`config.mk`:
```
export PLATFORM = sky130hd
export DESIGN_NAME = mcu_port_mux
export DESIGN_NICKNAME = d
export VERILOG_FILES = /design/src/rtl/mcu_port_mux.sv
export SDC_FILE = /design/constraint.sdc
export NUM_CORES = 1
export LEC_CHECK = 0
export ABC_AREA = 0
export BUFFER_PORTS_ARGS = -buffer_cell sky130_fd_sc_hd__buf_2
export CORE_MARGIN = 8
export CORE_UTILIZATION = 40
export CTS_CLUSTER_SIZE = 25
export DETAILED_ROUTE_END_ITERATION = 8
export PLACE_DENSITY = 0.76
export SLEW_MARGIN = 20
export SYNTH_ARGS = -nofsm -noshare
export SYNTH_HDL_FRONTEND = slang
export SYNTH_SLANG_ARGS = --single-unit
```
`constraint.sdc`:
```
create_clock -name clk -period 1.5 [get_ports clk]
set_input_delay 0.15 -clock clk [delete_from_list [all_inputs] [get_ports clk]]
set_output_delay 0.15 -clock clk [all_outputs]
set_load 0.005 [all_outputs]
```
`src/rtl/mcu_port_mux.sv`:
```
module mcu_port_mux #(
  parameter int W = 8,
  parameter int PERIPH_BIT = 7
) (
  input  logic         clk,
  input  logic         rst_n,
  input  logic         cfg_we,
  input  logic [1:0]   cfg_addr,
  input  logic [W-1:0] cfg_wdata,
  input  logic         rd_n,
  input  logic         wr_n,
  input  logic         psel0,
  input  logic         psel1,
  input  logic         astb,
  input  logic [W-1:0] bus_i,
  output logic [W-1:0] bus_o,
  output logic         bus_oe,
  input  logic [W-1:0] pin_i,
  output logic [W-1:0] pin_o,
  output logic [W-1:0] pin_oe,
  output logic [W-1:0] pin_state,
  output logic [W-1:0] addr_o
);
  localparam logic [1:0] M_DATA = 2'b01;
  localparam logic [1:0] M_ADDR = 2'b10;

  logic [W-1:0] mode_q, dir_q, dat_q, addr_q;

  always_ff @(posedge clk or negedge rst_n) begin
    if (!rst_n) begin
      mode_q <= '0;
      dir_q  <= '0;
      dat_q  <= '0;
    end else if (cfg_we) begin
      case (cfg_addr)
        2'd0: mode_q <= cfg_wdata;
        2'd1: dir_q  <= cfg_wdata;
        2'd2: dat_q  <= cfg_wdata;
        default: ;
      endcase
    end
  end

  logic periph, bus_mode, addr_mode, gpio, gate, rd_go, wr_go;

  assign periph    = mode_q[PERIPH_BIT];
  assign bus_mode  = periph | (mode_q[1:0] == M_DATA);
  assign addr_mode = !periph && (mode_q[1:0] == M_ADDR);
  assign gpio      = !bus_mode && !addr_mode;
  assign gate      = periph ? (psel0 | psel1) : 1'b1;
  assign rd_go     = bus_mode & gate & ~rd_n & wr_n;
  assign wr_go     = bus_mode & gate & ~wr_n & rd_n;

  always_ff @(posedge clk or negedge rst_n) begin
    if (!rst_n)                addr_q <= '0;
    else if (addr_mode && astb) addr_q <= pin_i;
  end

  assign pin_oe    = wr_go ? '1 : (gpio ? dir_q : '0);
  assign pin_o     = wr_go ? bus_i : dat_q;
  assign bus_oe    = rd_go;
  assign bus_o     = pin_i;
  assign pin_state = pin_i;
  assign addr_o    = addr_q;
endmodule


```
==> impl_summary.log, run 1 <==
[metrics] first-pass GRT wire length: 5630 um
[metrics] Final Setup Violations: 17
[metrics] overall via count from detail_route: between 1000 and 1500
[metrics] floorplan core area: approximately 0.0034 mm^2
[metrics] Area growth, synth to finish: 33.8%
[metrics] number of synthesis warnings: 0
[metrics] number of DRC markers in iteration 0: 30
[metrics] most common library cell in the layout ignoring fill and taps: sky130_fd_sc_hd__buf_2
[metrics] routed length per placed instance: approximately 14 um
[metrics] worst setup path start: mode_q[7]$_DFFE_PN0P_
[metrics] Post-Route Hold Slack: 70.4 ps
[metrics] HPWL after DPL: between 2000 and 3000 um
[metrics] insertion delay of the later-clocked pin in the worst-skew pair: between 300 and 400 ps
[metrics] result of the run: complete, but fails checks
[metrics] initial cell density of the core: 0.424
[metrics] total grt overflow: 0
[metrics] largest net degree at the start of global routing: 28
[metrics] area of all placed cells without fillers: 0.00192 mm^2
[metrics] sequential-to-total area share from yosys stat: 0.470
[metrics] worst min path class: input port to register
[metrics] shortest period the worst path allows: around 1900 ps
[metrics] DIE AREA: 0.00577 mm^2
[metrics] number of top-level pins: 75
[metrics] critical path data arrival time: 1780 ps
[metrics] number of nets in the final layout: roughly 220
[metrics] worst IR drop on VDD: between 0.5 and 0.6 mV
[metrics] reg-to-reg setup timing slack: 140 ps
[metrics] Slew headroom: 0.607
[metrics] violated checks: setup timing
[metrics] RSZ-0062 raised after global routing: yes
[metrics] Remaining DRCs: 0
[metrics] Synth cell types: 18
[metrics] Fmax achieved: slightly above 500 MHz
[metrics] wirelength, routed: 3380 um
[metrics] average instance area after synthesis: roughly 12 um^2
[metrics] total global routing track utilization: 0.117
[metrics] flip-flop and latch count after synthesis: 27
[metrics] leakage power: just under 1 nW
[metrics] final number of max-transition violations: 0
[metrics] master cell of the clock root buffer: sky130_fd_sc_hd__clkbuf_4
[metrics] CP max FO: 4
[metrics] Non-Filler Instances: 233
[metrics] clock sinks: 27
[metrics] Net Count, Synth: ~150
[metrics] ant diodes: 0
[metrics] kind of end point of the critical path: output pin
[metrics] via count of the first global-routing pass: around 1100
[metrics] Port-buffer cells: 74
[metrics] drt via density: between 4 and 5
[metrics] fraction of the cycle the final worst path needs: 1.28
[metrics] number of antenna violations at the first check in global routing: 0
[metrics] Placed Cells incl. Taps: approximately 230
[metrics] total standard cell area after synthesis: around 0.0014 mm^2
[metrics] start-to-end type of the worst setup path: register to output pin
[metrics] Die Ht: roughly 76 um
[metrics] number of buffers added for setup after CTS: 0
[metrics] clock-pin slew on the worst setup and hold paths: around 130 ps
[metrics] Die Width: 76.0 um
[metrics] Std-Cell Rows: 21
[metrics] post-route worst setup slack: -426 ps
[metrics] number of cells on the worst reg-to-reg path: 4
[metrics] power per unit of standard cell area: roughly 1200 mW/mm^2
[metrics] commonest non-fill, non-tap cells in the layout: 66 x sky130_fd_sc_hd__buf_2, 27 x sky130_fd_sc_hd__mux2_2, 27 x sky130_fd_sc_hd__dfrtp_1
[metrics] clock skew after layout: a little under 6 ps
[metrics] fraction of final layout cells with drive strength greater than 1: 0.652
[metrics] Hold Path Depth: 2
[metrics] destination of the worst hold path: dir_q[6]$_DFFE_PN0P_
[metrics] TritonCTS clock tree: built
[metrics] number of buffers between clock root and the deepest sink: 2
[metrics] post-synthesis cell count: about 120
[metrics] final antenna-violating net count: 0
[metrics] critical path required time: between 1000 and 1500 ps
[metrics] worst reg2reg path endpoint: addr_o[5]$_DFFE_PN0P_
[metrics] final number of hold-violating endpoints: 0
[metrics] max capacitance violation total: 0
[metrics] total power of the final layout: roughly 2.2 mW
[metrics] element type at the critical path start: register
[metrics] RePlAce Congestion: between 0.7 and 0.8
[metrics] number of buffers created by CTS: 3
[metrics] Critical R2R Launch: mode_q[7]$_DFFE_PN0P_
[metrics] sum of negative setup slack: -6330 ps
[metrics] DP Area: about 0.0018 mm^2
[metrics] transition at the pin with the smallest max-transition slack: 589 ps
[metrics] H-tree depth: 1
[metrics] First-pass DRT Iterations: 4
[metrics] beginning of the worst hold path: cfg_wdata[6]
synth_stat cells:
| master | count | area, um^2 |
|---|---|---|
| sky130_fd_sc_hd__buf_4 | 16 | 120 |
| sky130_fd_sc_hd__nand3_1 | 9 | 45.0 |
| sky130_fd_sc_hd__o211ai_2 | 1 | 12.5 |
| sky130_fd_sc_hd__nor3_2 | 1 | 10.0 |
| sky130_fd_sc_hd__nor3b_1 | 2 | 15.0 |
| sky130_fd_sc_hd__buf_1 | 1 | 3.75 |
| sky130_fd_sc_hd__dfrtp_1 | 27 | 676 |
| sky130_fd_sc_hd__o21ai_0 | 9 | 45.0 |
| sky130_fd_sc_hd__nand2_1 | 1 | 3.75 |
| sky130_fd_sc_hd__and2b_1 | 1 | 7.51 |
| sky130_fd_sc_hd__nand3b_1 | 2 | 15.0 |
| sky130_fd_sc_hd__clkbuf_1 | 1 | 3.75 |
| sky130_fd_sc_hd__nand4b_1 | 1 | 8.76 |
| sky130_fd_sc_hd__nor2_1 | 1 | 3.75 |
| sky130_fd_sc_hd__and2_1 | 1 | 6.26 |
| sky130_fd_sc_hd__or3b_4 | 1 | 11.3 |
| sky130_fd_sc_hd__mux2_2 | 35 | 394 |
| sky130_fd_sc_hd__nor2b_1 | 9 | 56.3 |
critical path, cell delays in order (launching register included):
cell and delay, ps:
sky130_fd_sc_hd__dfrtp_1 370, sky130_fd_sc_hd__or3b_4 400, sky130_fd_sc_hd__o211ai_4 110, sky130_fd_sc_hd__buf_6 160
sky130_fd_sc_hd__mux2_4 310, sky130_fd_sc_hd__buf_6 120
how the worst max path moves through the flow:
stage / endpoint / cells after the start
after global routing: pin_o[6] / 5
after global placement: pin_o[3] / 5
after detailed placement: pin_o[6] / 5
final: pin_o[6] / 5
after floorplan: pin_o[0] / 3
after CTS: pin_o[3] / 5
metrics by stage:
step	setup WS, ps	utilization
6_report	-426	0.567
5_1_grt	-514	0.567
4_1_cts	-435	0.567
3_5_place_dp	-75.9	0.528
3_3_place_gp	-53.8	0.528
2_1_floorplan	17.9	-
layer usage:
metal	part of all wire	routed length (um)	global-route usage
met2	0.50	1690	0.189
met1	0.44	1490	0.141
met4	0.012	42	0.0647
met3	0.048	162	0.0248
met5	0	0	0
registers in the layout (all words and copies together) (netlist names):
register / cells
dat_q: 8
addr_o: 8
dir_q: 8
mode_q: 3
area by class of cell:
type	count	area, um^2
Clock buffer	4	26.3
Sequential cell	27	676
Timing Repair Buffer	82	490
Fill cell	314	1470
Tap cell	46	57.6
Multi-Input combinational cell	74	673
power breakdown:
part / internal (mW) / switching (mW) / leakage (nW)
clock network: 0.104 / 0.201 / 0.0150
logic: 0.555 / 0.353 / 0.642
registers: 0.930 / 0.0897 / 0.320
total: 1.59 / 0.644 / 0.978
logic make-up after synthesis:
family	share of synthesized area
multiplexers	0.274
buffers and inverters	0.0888
AO/OA/AOI/OAI	0.0400
flip-flops	0.470
AND/OR/NAND/NOR	0.127
what timing repair did:
action / 4_1_cts / 5_1_grt
hold endpoints to repair: 27 / 0
pin swaps: 4 / 2
endpoints found under the setup margin: 17 / 17
gates resized for setup: 20 / 0
hold buffers: 1 / 0
No activity file was read; power rests on OpenSTA's default activity.
==> inputs of run 2 (changes only) <==
Settings changed: CORE_ASPECT_RATIO set to 0.7.
==> impl_summary.log, run 2 (synthesized netlist as in run 1, its figures left out) <==
[metrics] number of antenna violations at the first check in global routing: 0 (unchanged)
[metrics] kind of end point of the critical path: output pin (unchanged)
[metrics] number of buffers added for setup after CTS: 0 (unchanged)
[metrics] clock sinks: 27 (unchanged)
[metrics] Hold Path Depth: 2 (unchanged)
[metrics] worst setup path start: mode_q[7]$_DFFE_PN0P_ (unchanged)
[metrics] RSZ-0062 raised after global routing: yes (unchanged)
[metrics] final number of max-transition violations: 0 (unchanged)
[metrics] master cell of the clock root buffer: sky130_fd_sc_hd__clkbuf_8 (was sky130_fd_sc_hd__clkbuf_4)
[metrics] clock skew after layout: 3.41 ps (was 5.88 ps)
[metrics] overall via count from detail_route: 1148 (was 1093)
[metrics] Fmax achieved: 531 MHz (was 519 MHz)
[metrics] shortest period the worst path allows: 1880 ps (was 1930 ps)
[metrics] insertion delay of the later-clocked pin in the worst-skew pair: 270 ps (was 320 ps)
[metrics] result of the run: complete, but fails checks (unchanged)
[metrics] final number of hold-violating endpoints: 0 (unchanged)
[metrics] power per unit of standard cell area: 1210 mW/mm^2 (was 1160 mW/mm^2)
[metrics] ant diodes: 0 (unchanged)
[metrics] TritonCTS clock tree: built (unchanged)
[metrics] sequential cell fraction of total power: 0.434 (was 0.457)
[metrics] beginning of the worst hold path: pin_i[7] (was cfg_wdata[6])
[metrics] post-route worst setup slack: -383 ps (was -426 ps)
[metrics] final antenna-violating net count: 0 (unchanged)
[metrics] drt via density: 4.82 (was 4.69)
[metrics] RePlAce Congestion: 0.758 (was 0.735)
[metrics] total global routing track utilization: 0.130 (was 0.117)
[metrics] total grt overflow: 0 (unchanged)
[metrics] worst IR drop on VDD: 0.637 mV (was 0.562 mV)
[metrics] Port-buffer cells: 74 (unchanged)
[metrics] wirelength, routed: 3760 um (was 3380 um)
[metrics] clock-pin slew on the worst setup and hold paths: 90 ps (was 130 ps)
[metrics] fraction of final layout cells with drive strength greater than 1: 0.665 (was 0.652)
[metrics] Final Setup Violations: 17 (unchanged)
[metrics] number of buffers created by CTS: 3 (unchanged)
[metrics] DIE AREA: 0.00580 mm^2 (was 0.00577 mm^2)
[metrics] transition at the pin with the smallest max-transition slack: 587 ps (was 589 ps)
[metrics] most common library cell in the layout ignoring fill and taps: sky130_fd_sc_hd__buf_2 (unchanged)
[metrics] max capacitance violation total: 0 (unchanged)
[metrics] largest net degree at the start of global routing: 28 (unchanged)
[metrics] end-of-flow core utilization: 0.562 (was 0.567)
[metrics] Sw Pwr: 0.690 mW (was 0.644 mW)
[metrics] sum of negative setup slack: -5310 ps (was -6330 ps)
[metrics] violated checks: setup timing (unchanged)
[metrics] Area growth, synth to finish: 36.6% (was 33.8%)
[metrics] fraction of power spent switching nets: 0.291 (was 0.288)
[metrics] cell internal power dissipation: 1.68 mW (was 1.59 mW)
[metrics] Slew headroom: 0.609 (was 0.607)
[metrics] element type at the critical path start: register (unchanged)
[metrics] critical path required time: 1350 ps (about the same)
[metrics] total power of the final layout: 2.37 mW (was 2.23 mW)
[metrics] CP max FO: 5 (was 4)
[metrics] Critical R2R Launch: mode_q[7]$_DFFE_PN0P_ (unchanged)
[metrics] combinational group share of total power: 0.396 (was 0.407)
[metrics] critical path data arrival time: 1730 ps (was 1780 ps)
[metrics] floorplan core area: 0.00349 mm^2 (was 0.00339 mm^2)
[metrics] number of filler instances in the final layout: 296 (was 314)
[metrics] number of DRC markers in iteration 0: 45 (was 30)
[metrics] leakage power: 0.996 nW (was 0.978 nW)
[metrics] Placed Cells incl. Taps: 233 (was 228)
[metrics] number of cells on the worst reg-to-reg path: 4 (unchanged)
[metrics] number of nets in the final layout: 223 (was 222)
[metrics] Die Width: 87.7 um (was 76.0 um)
[metrics] Remaining DRCs: 0 (unchanged)
[metrics] first-pass GRT wire length: 5900 um (was 5630 um)
[metrics] H-tree depth: 1 (unchanged)
[metrics] DP Area: 0.00180 mm^2 (was 0.00179 mm^2)
[metrics] area of all placed cells without fillers: 0.00196 mm^2 (was 0.00192 mm^2)
[metrics] portion of total power attributed to the clock network: 0.171 (was 0.137)
[metrics] initial cell density of the core: 0.412 (was 0.424)
[metrics] start-to-end type of the worst setup path: register to output pin (unchanged)
[metrics] Non-Filler Instances: 238 (was 233)
[metrics] First-pass DRT Iterations: 4 (unchanged)
[metrics] number of buffers between clock root and the deepest sink: 2 (unchanged)
[metrics] worst min path class: input port to register (unchanged)
[metrics] post-placement setup slack: -86.4 ps (was -75.9 ps)
[metrics] fraction of the cycle the final worst path needs: 1.26 (was 1.28)
[metrics] Die Ht: 66.2 um (was 76.0 um)
[metrics] commonest non-fill, non-tap cells in the layout: 66 x sky130_fd_sc_hd__buf_2, 27 x sky130_fd_sc_hd__mux2_2, 27 x sky130_fd_sc_hd__dfrtp_1 (unchanged)
[metrics] number of top-level pins: 75 (unchanged)
[metrics] Post-Route Hold Slack: 125 ps (was 70.4 ps)
[metrics] routed length per placed instance: 15.8 um (was 14.5 um)
[metrics] HPWL after DPL: 2980 um (was 2680 um)
[metrics] Std-Cell Rows: 18 (was 21)
[metrics] via count of the first global-routing pass: 1217 (was 1135)
[run 2: cell count changes in the layout (fill, tap and decap cells not counted), sizes merged]
cell / change
buf: +1
clkbuf: -1
clkinv: +1
[run 2: power groups by stage]
stage / logic [mW] / clock network [mW] / registers [mW]
5_1_grt: 1.02 / 0.446 / 1.06
6_report: 0.938 / 0.404 / 1.03
4_1_cts: 0.867 / 0.421 / 1.02
3_5_place_dp: 0.831 / 0 / 1.04
3_3_place_gp: 0.807 / 0 / 1.03
2_1_floorplan: 0.432 / 0 / 1.05
[run 2: critical path, cell delays in order (launching register included)]
cell	delay, ps
sky130_fd_sc_hd__dfrtp_1	350
sky130_fd_sc_hd__or3b_4	400
sky130_fd_sc_hd__o211ai_4	110
sky130_fd_sc_hd__buf_6	170
sky130_fd_sc_hd__mux2_4	310
sky130_fd_sc_hd__buf_6	120
[run 2: path summary, 6_finish.rpt]
check,to,slack [ps]
min reg2reg,dir_q[2]$_DFFE_PN0P_,500
max,pin_o[6],-380
min in group asynchronous,addr_o[2]$_DFFE_PN0P_,410
min,addr_o[7]$_DFFE_PN0P_,130
max reg2reg,addr_o[0]$_DFFE_PN0P_,110
max in group asynchronous,dat_q[5]$_DFFE_PN0P_,700
[run 2: metal layers]
| metal | vias up | wire length, um | track usage |
|---|---|---|---|
| met3 | 10 | 310 | 0.0335 |
| met4 | 0 | 103 | 0.0704 |
| met2 | 48 | 1870 | 0.219 |
| met5 | - | 0 | 0 |
| met1 | 540 | 1480 | 0.150 |
| li1 | 550 | - | - |
[run 2: layout make-up]
cell class / instances / area, um^2 / area share
flip-flops and latches: 27 / 676 / 0.344
repair buffers: 83 / 502 / 0.256
multi-input cells: 74 / 677 / 0.345
clock inverters: 1 / 5.00 / 0.00255
clock buffers: 3 / 41.3 / 0.0210
well taps: 50 / 62.6 / 0.0319
[run 2: what timing repair did]
action / in CTS / in global routing
gates resized for setup: 7 / 15
endpoints found under the setup margin: 17 / 17
pin swaps: 5 / 6
hold buffers: 1 / 0
gates cloned: 0 / 0
endpoints found under the hold margin: 27 / 0
